[config.mk]
export PLATFORM = sky130hd
export DESIGN_NAME = audio_ctl_reg
export DESIGN_NICKNAME = d
export VERILOG_FILES = /design/src/rtl/audio_ctl_reg.sv
export SDC_FILE = /design/constraint.sdc
export NUM_CORES = 1
export LEC_CHECK = 0
export BUFFER_PORTS_ARGS = -buffer_cell sky130_fd_sc_hd__buf_2
export CORE_MARGIN = 2
export CORE_UTILIZATION = 34
export CTS_CLUSTER_SIZE = 40
export DETAILED_ROUTE_END_ITERATION = 16
export PLACE_DENSITY = 0.95
export RECOVER_POWER = 25
export SLEW_MARGIN = 15
export SYNTH_ARGS = -nofsm -noshare
export SYNTH_HDL_FRONTEND = slang
export SYNTH_SLANG_ARGS = --single-unit
[constraint.sdc]
create_clock -name clk -period 1.8 [get_ports clk]
set_clock_uncertainty 0.15 [all_clocks]
set_input_delay 0.36 -clock clk [delete_from_list [all_inputs] [get_ports clk]]
set_output_delay 0.36 -clock clk [all_outputs]
set_load 0.005 [all_outputs]
[src/rtl/audio_ctl_reg.sv]
module audio_ctl_reg (
  input  logic        clk,
  input  logic        rst_n,
  input  logic        reg_wr,
  input  logic [31:0] reg_wdata,
  output logic [31:0] reg_rdata,
  input  logic        rx_ovf_evt,
  input  logic        txs_urun_evt,
  input  logic        txs_empty,
  input  logic        txs_full,
  input  logic        dma_ack,
  output logic        dma_req,
  output logic        core_rst_n,
  output logic        irq
);
  localparam int B_REL   = 31;
  localparam int B_OVF   = 26;
  localparam int B_OVFEN = 25;
  localparam int B_UR    = 24;
  localparam int B_UREN  = 23;
  localparam int B_EMPTY = 22;
  localparam int B_FULL  = 21;
  localparam int B_PAUSE = 20;
  localparam int B_ACT   = 18;

  logic rel, ovf, ovf_en, ur, ur_en, pause, act, busy;

  always_ff @(posedge clk or negedge rst_n) begin
    if (!rst_n) begin
      rel <= 1'b0; ovf_en <= 1'b0; ur_en <= 1'b0; pause <= 1'b0; act <= 1'b0;
    end else if (reg_wr) begin
      rel    <= reg_wdata[B_REL];
      ovf_en <= reg_wdata[B_OVFEN];
      ur_en  <= reg_wdata[B_UREN];
      pause  <= reg_wdata[B_PAUSE];
      act    <= reg_wdata[B_ACT];
    end
  end

  wire ovf_clr = reg_wr & reg_wdata[B_OVF];
  wire ur_clr  = reg_wr & reg_wdata[B_UR];

  always_ff @(posedge clk or negedge rst_n) begin
    if (!rst_n) begin
      ovf <= 1'b0; ur <= 1'b0; irq <= 1'b0; busy <= 1'b0;
    end else begin
      ovf  <= rx_ovf_evt   | (ovf & ~ovf_clr);
      ur   <= txs_urun_evt | (ur  & ~ur_clr);
      irq  <= (ovf & ovf_en) | (ur & ur_en);
      busy <= dma_req & ~dma_ack;
    end
  end

  assign dma_req    = act & rel & (busy | (~pause & ~txs_full));
  assign core_rst_n = rel;

  always_comb begin
    reg_rdata          = '0;
    reg_rdata[B_REL]   = rel;
    reg_rdata[B_OVF]   = ovf;
    reg_rdata[B_OVFEN] = ovf_en;
    reg_rdata[B_UR]    = ur;
    reg_rdata[B_UREN]  = ur_en;
    reg_rdata[B_EMPTY] = txs_empty;
    reg_rdata[B_FULL]  = txs_full;
    reg_rdata[B_PAUSE] = pause;
    reg_rdata[B_ACT]   = act;
  end

  a_r3_w1c_clear: assert property (@(posedge clk) disable iff (!rst_n)
    (reg_wr && reg_wdata[B_OVF] && !rx_ovf_evt) |=> !reg_rdata[B_OVF]);
  a_r4_set_wins: assert property (@(posedge clk) disable iff (!rst_n)
    rx_ovf_evt |=> reg_rdata[B_OVF]);
  a_r5_urun_sticky: assert property (@(posedge clk) disable iff (!rst_n)
    (reg_rdata[B_UR] && !reg_wr) |=> reg_rdata[B_UR]);
  a_r6_irq_masked: assert property (@(posedge clk) disable iff (!rst_n)
    (!reg_rdata[B_OVFEN] && !reg_rdata[B_UREN]) |=> !irq);
  a_r11_hold_in_flight: assert property (@(posedge clk) disable iff (!rst_n)
    (dma_req && !dma_ack) |=> (dma_req || !reg_rdata[B_ACT] || !core_rst_n));
  a_r12_abort_now: assert property (@(posedge clk) disable iff (!rst_n)
    $fell(reg_rdata[B_ACT]) |-> !dma_req);
endmodule

==> tab_implementation.tex <==
\begin{tabular}{lr}
\hline
Metric & Value \\
\hline
\multicolumn{2}{l}{\textbf{Run status}} \\
Outcome & finished clean \\
\multicolumn{2}{l}{\textbf{STA}} \\
Number of slew-limit violations in the final report & 0 \\
FMAX & between 600 and 700 MHz \\
Share of the clock period used by the worst path & 87.3\% \\
Final sum of negative setup slack & 0 ps \\
Final Critical Period & about 1600 ps \\
Unrepaired setup endpoints after global routing & false \\
Final hold viol count & 0 \\
Total of endpoints with negative setup slack in the final report & 0 \\
\multicolumn{2}{l}{\textbf{Floorplanning}} \\
Area of the die & between 2000 and 2500 um2 \\
Y dimension of the die & 46.4 um \\
Number of placement rows & 15 \\
Die X & 46.4 um \\
I/O pin count & 75 \\
Area of the placeable core & approximately 1700 um2 \\
Effective utilization at floorplan & 35.8\% \\
\multicolumn{2}{l}{\textbf{Global route}} \\
Antenna violations before repair & 0 \\
Global-route usage over all layers & 8.71\% \\
Gr ovfl total & 0 \\
Global-route wire length before repair & 1150 um \\
Largest net degree at the start of global routing & 10 \\
Via count of the first global-routing pass & 285 \\
\multicolumn{2}{l}{\textbf{Power and ir drop}} \\
Net Sw Power & 0.000115 W \\
Power density cells & 747 nW/um2 \\
Sequential power share & 49.8\% \\
Pwr Total & $\sim$0.00047 W \\
Maximum vdd ir drop & 0.000309 V \\
Total internal power & 0.000353 W \\
Fraction of power consumed by the clock network & between 30\% and 40\% \\
Fraction of power spent switching nets & about a quarter \\
Power share of the combinational group & 18.3\% \\
Leakage component of the power & $\sim$0.36 nW \\
\multicolumn{2}{l}{\textbf{Cells and area}} \\
Number of fill cells in the layout & 194 \\
Diodes inserted & 0 \\
Final std cell area, no fill & 627 um2 \\
Signed area change from the synthesized netlist to the final layout & 2.66\% \\
Share of cells above drive strength 1 & 40.5\% \\
Final net count & 115 \\
\multicolumn{2}{l}{\textbf{Synth}} \\
Dominant combinational cell family by area after synthesis & buffers and inverters \\
Area fraction in and, or, nand and nor cells after synthesis & 3.89\% \\
Proportion of netlist area held by the largest area contributor & 39.3\% \\
Count of mapped cells out of synthesis & 56 \\
Mux cell area share after synthesis & between 10\% and 20\% \\
Cell types with the largest area share after synthesis & sky130\_fd\_sc\_hd\_\_buf\_4 39\%, sky130\_fd\_sc\_hd\_\_dfrtp\_1 37\%, sky130\_fd\_sc\_hd\_\_mux2\_4 12\% \\
Xor/xnor share of the synthesized area & 0\% \\
Synth Area in Adders & 0\% \\
Cell type with the largest total area after synthesis & sky130\_fd\_sc\_hd\_\_buf\_4 \\
Syn Area/Cell & 10.9 um2 \\
Distinct cell type count of the synthesized netlist & 11 \\
Post-synthesis sequential element count & 9 \\
Total number of yosys warnings & 0 \\
Synthesized-area fraction occupied by ao, oa, aoi and oai cells & under 10\% \\
Part of the Yosys area used for sequential elements & a little under two fifths \\
Post-synth design cell area & 611 um2 \\
\multicolumn{2}{l}{\textbf{Place}} \\
Detailed placer's ending HPWL & roughly 750 um \\
Routability Congestion & 0.636 \\
Placed Instance Area & 593 um2 \\
Number of port buffers & 24 \\
\multicolumn{2}{l}{\textbf{CTS}} \\
Worst skew pair latency & roughly 250 ps \\
Number of clock buffers inserted by TritonCTS & 3 \\
Total number of clock tree sinks & 9 \\
Clock tree from TritonCTS & yes \\
Max Root-Sink Buffers & 2 \\
Clock edge transition at the registers on the reported setup and hold paths & 60 ps \\
H-tree depth & 1 \\
Clock root buffer & sky130\_fd\_sc\_hd\_\_clkbuf\_4 \\
\multicolumn{2}{l}{\textbf{Routing}} \\
Average wire length per cell after detail routing & 8.41 um \\
First-pass DRT Iterations & 2 \\
Total DRC errors in the routed layout & 0 \\
First-iteration detailed-routing DRC count & 1 \\
Post-route ant nets & 0 \\
Vias & 348 \\
Via count normalized by instance count & 3.52 \\
Total detailed-routing wirelength & $\sim$830 um \\
\multicolumn{2}{l}{\textbf{Setup path}} \\
R2R Path End & busy \\
Reg2reg setup slack & 850 ps \\
Worst R2R Path Depth & 2 \\
Arrival time of the worst setup path & 1060 ps \\
Crit start category & flop \\
Startpoint of the lowest-slack register-to-register path & pause \\
Peak fanout along the critical path & 3 \\
Type of the worst setup path & reg2out \\
Required time of the critical path & 1290 ps \\
Critical Path End Type & output port \\
\multicolumn{2}{l}{\textbf{Min path}} \\
Worst Hold End & ur \\
Path class of the lowest-slack min-delay path & in2reg \\
Hold\_sp & txs\_urun\_evt \\
Number of cells on the worst hold path & 2 \\
\multicolumn{2}{l}{\textbf{Job}} \\
Max-capacitance violation count & 0 \\
\hline
\end{tabular}
## Yosys cell counts (all sizes together)
master,count
a21o,2
a22o,1
and3,1
and4b,1
buf,33
conb,1
dfrtp,9
mux2,5
nand2,2
o21bai,1
## worst max path at each step
| stage | end | cells after the start | from | slack [ps] |
|---|---|---|---|---|
| 2_1_floorplan | dma_req | 2 | pause | 630 |
| 3_3_place_gp | dma_req | 4 | txs_full | 390 |
| 3_5_place_dp | dma_req | 4 | txs_full | 390 |
| 4_1_cts | dma_req | 3 | pause | 200 |
| 5_1_grt | dma_req | 3 | pause | 160 |
| 6_report | dma_req | 3 | pause | 230 |
## layout by cell type, fill, tap and decap left out, drive strengths merged
cell type    Yosys  layout
buf             33      22
conb             1      23
dlygate4sd3      0       1
a21o             2       2
nand2            2       2
and4b            1       1
and3             1       1
dfrtp            9       9
a22o             1       1
o21bai           1       1
clkbuf           0       6
mux2             5       5
## critical path: stages, from the launching register on
cell and delay (ps):
sky130_fd_sc_hd__dfrtp_1 390, sky130_fd_sc_hd__o21bai_1 150, sky130_fd_sc_hd__and3_1 160, sky130_fd_sc_hd__buf_2 100
## power groups by stage
| stage | clock network, W | logic (W) | registers (W) |
|---|---|---|---|
| final | 0.000150 | 0.0000856 | 0.000233 |
| after global routing | 0.000168 | 0.0000979 | 0.000236 |
| after CTS | 0.000155 | 0.0000873 | 0.000234 |
| after detailed placement | 0 | 0.0000856 | 0.000237 |
| after global placement | 0 | 0.0000835 | 0.000236 |
| after floorplan | 0 | 0.000105 | 0.000235 |
## cell families after synthesis
| kind of cell | after synthesis |
|---|---|
| compound gates | 4 |
| buf+inv | 33 |
| flops | 9 |
| mux | 5 |
| other cells | 1 |
| simple gates | 4 |
## metrics by stage
| step | utilization [%] | instances | setup WS, ps | hold slack (ps) |
|---|---|---|---|---|
| final | 36.7 | 99 | 229 | 133 |
| after global routing | 36.7 | 99 | 159 | 121 |
| after CTS | 36.8 | 99 | 202 | 129 |
| after detailed placement | 34.7 | 94 | 391 | 64.9 |
| after global placement | 34.7 | 94 | 394 | 61.5 |
| after floorplan | - | 78 | 626 | -85.6 |
## layer usage
metal | vias to the layer above | track usage (%) | wire length (um)
li1 | 162 | - | -
met1 | 161 | 6.75 | 260
met2 | 23 | 15.3 | 452
met3 | 2 | 5.10 | 105
met4 | 0 | 6.86 | 14
met5 | - | 0 | 0
## sequential cells by signal, summed over array words and instances, names as in the netlist
name and count:
busy 1, irq 1, core_rst_n 1, ovf 1
ur_en 1, pause 1, act 1, ovf_en 1
ur 1
## cell type report
class | instances | area (um2) | area share [%]
Timing Repair Buffer | 25 | 128 | 20.4
Sequential cell | 9 | 225 | 35.9
Multi-Input combinational cell | 36 | 216 | 34.5
Clock buffer | 4 | 26.3 | 4.19
Tap cell | 25 | 31.3 | 4.99
## what timing repair did
item / CTS / global route
endpoints found under the setup margin: 0 / 0
buffers inserted: 0 / 0
endpoints found under the hold margin: 9 / 0
hold buffers: 1 / 0
resized for setup: 0 / 0
(Power assumes the default switching activity.)
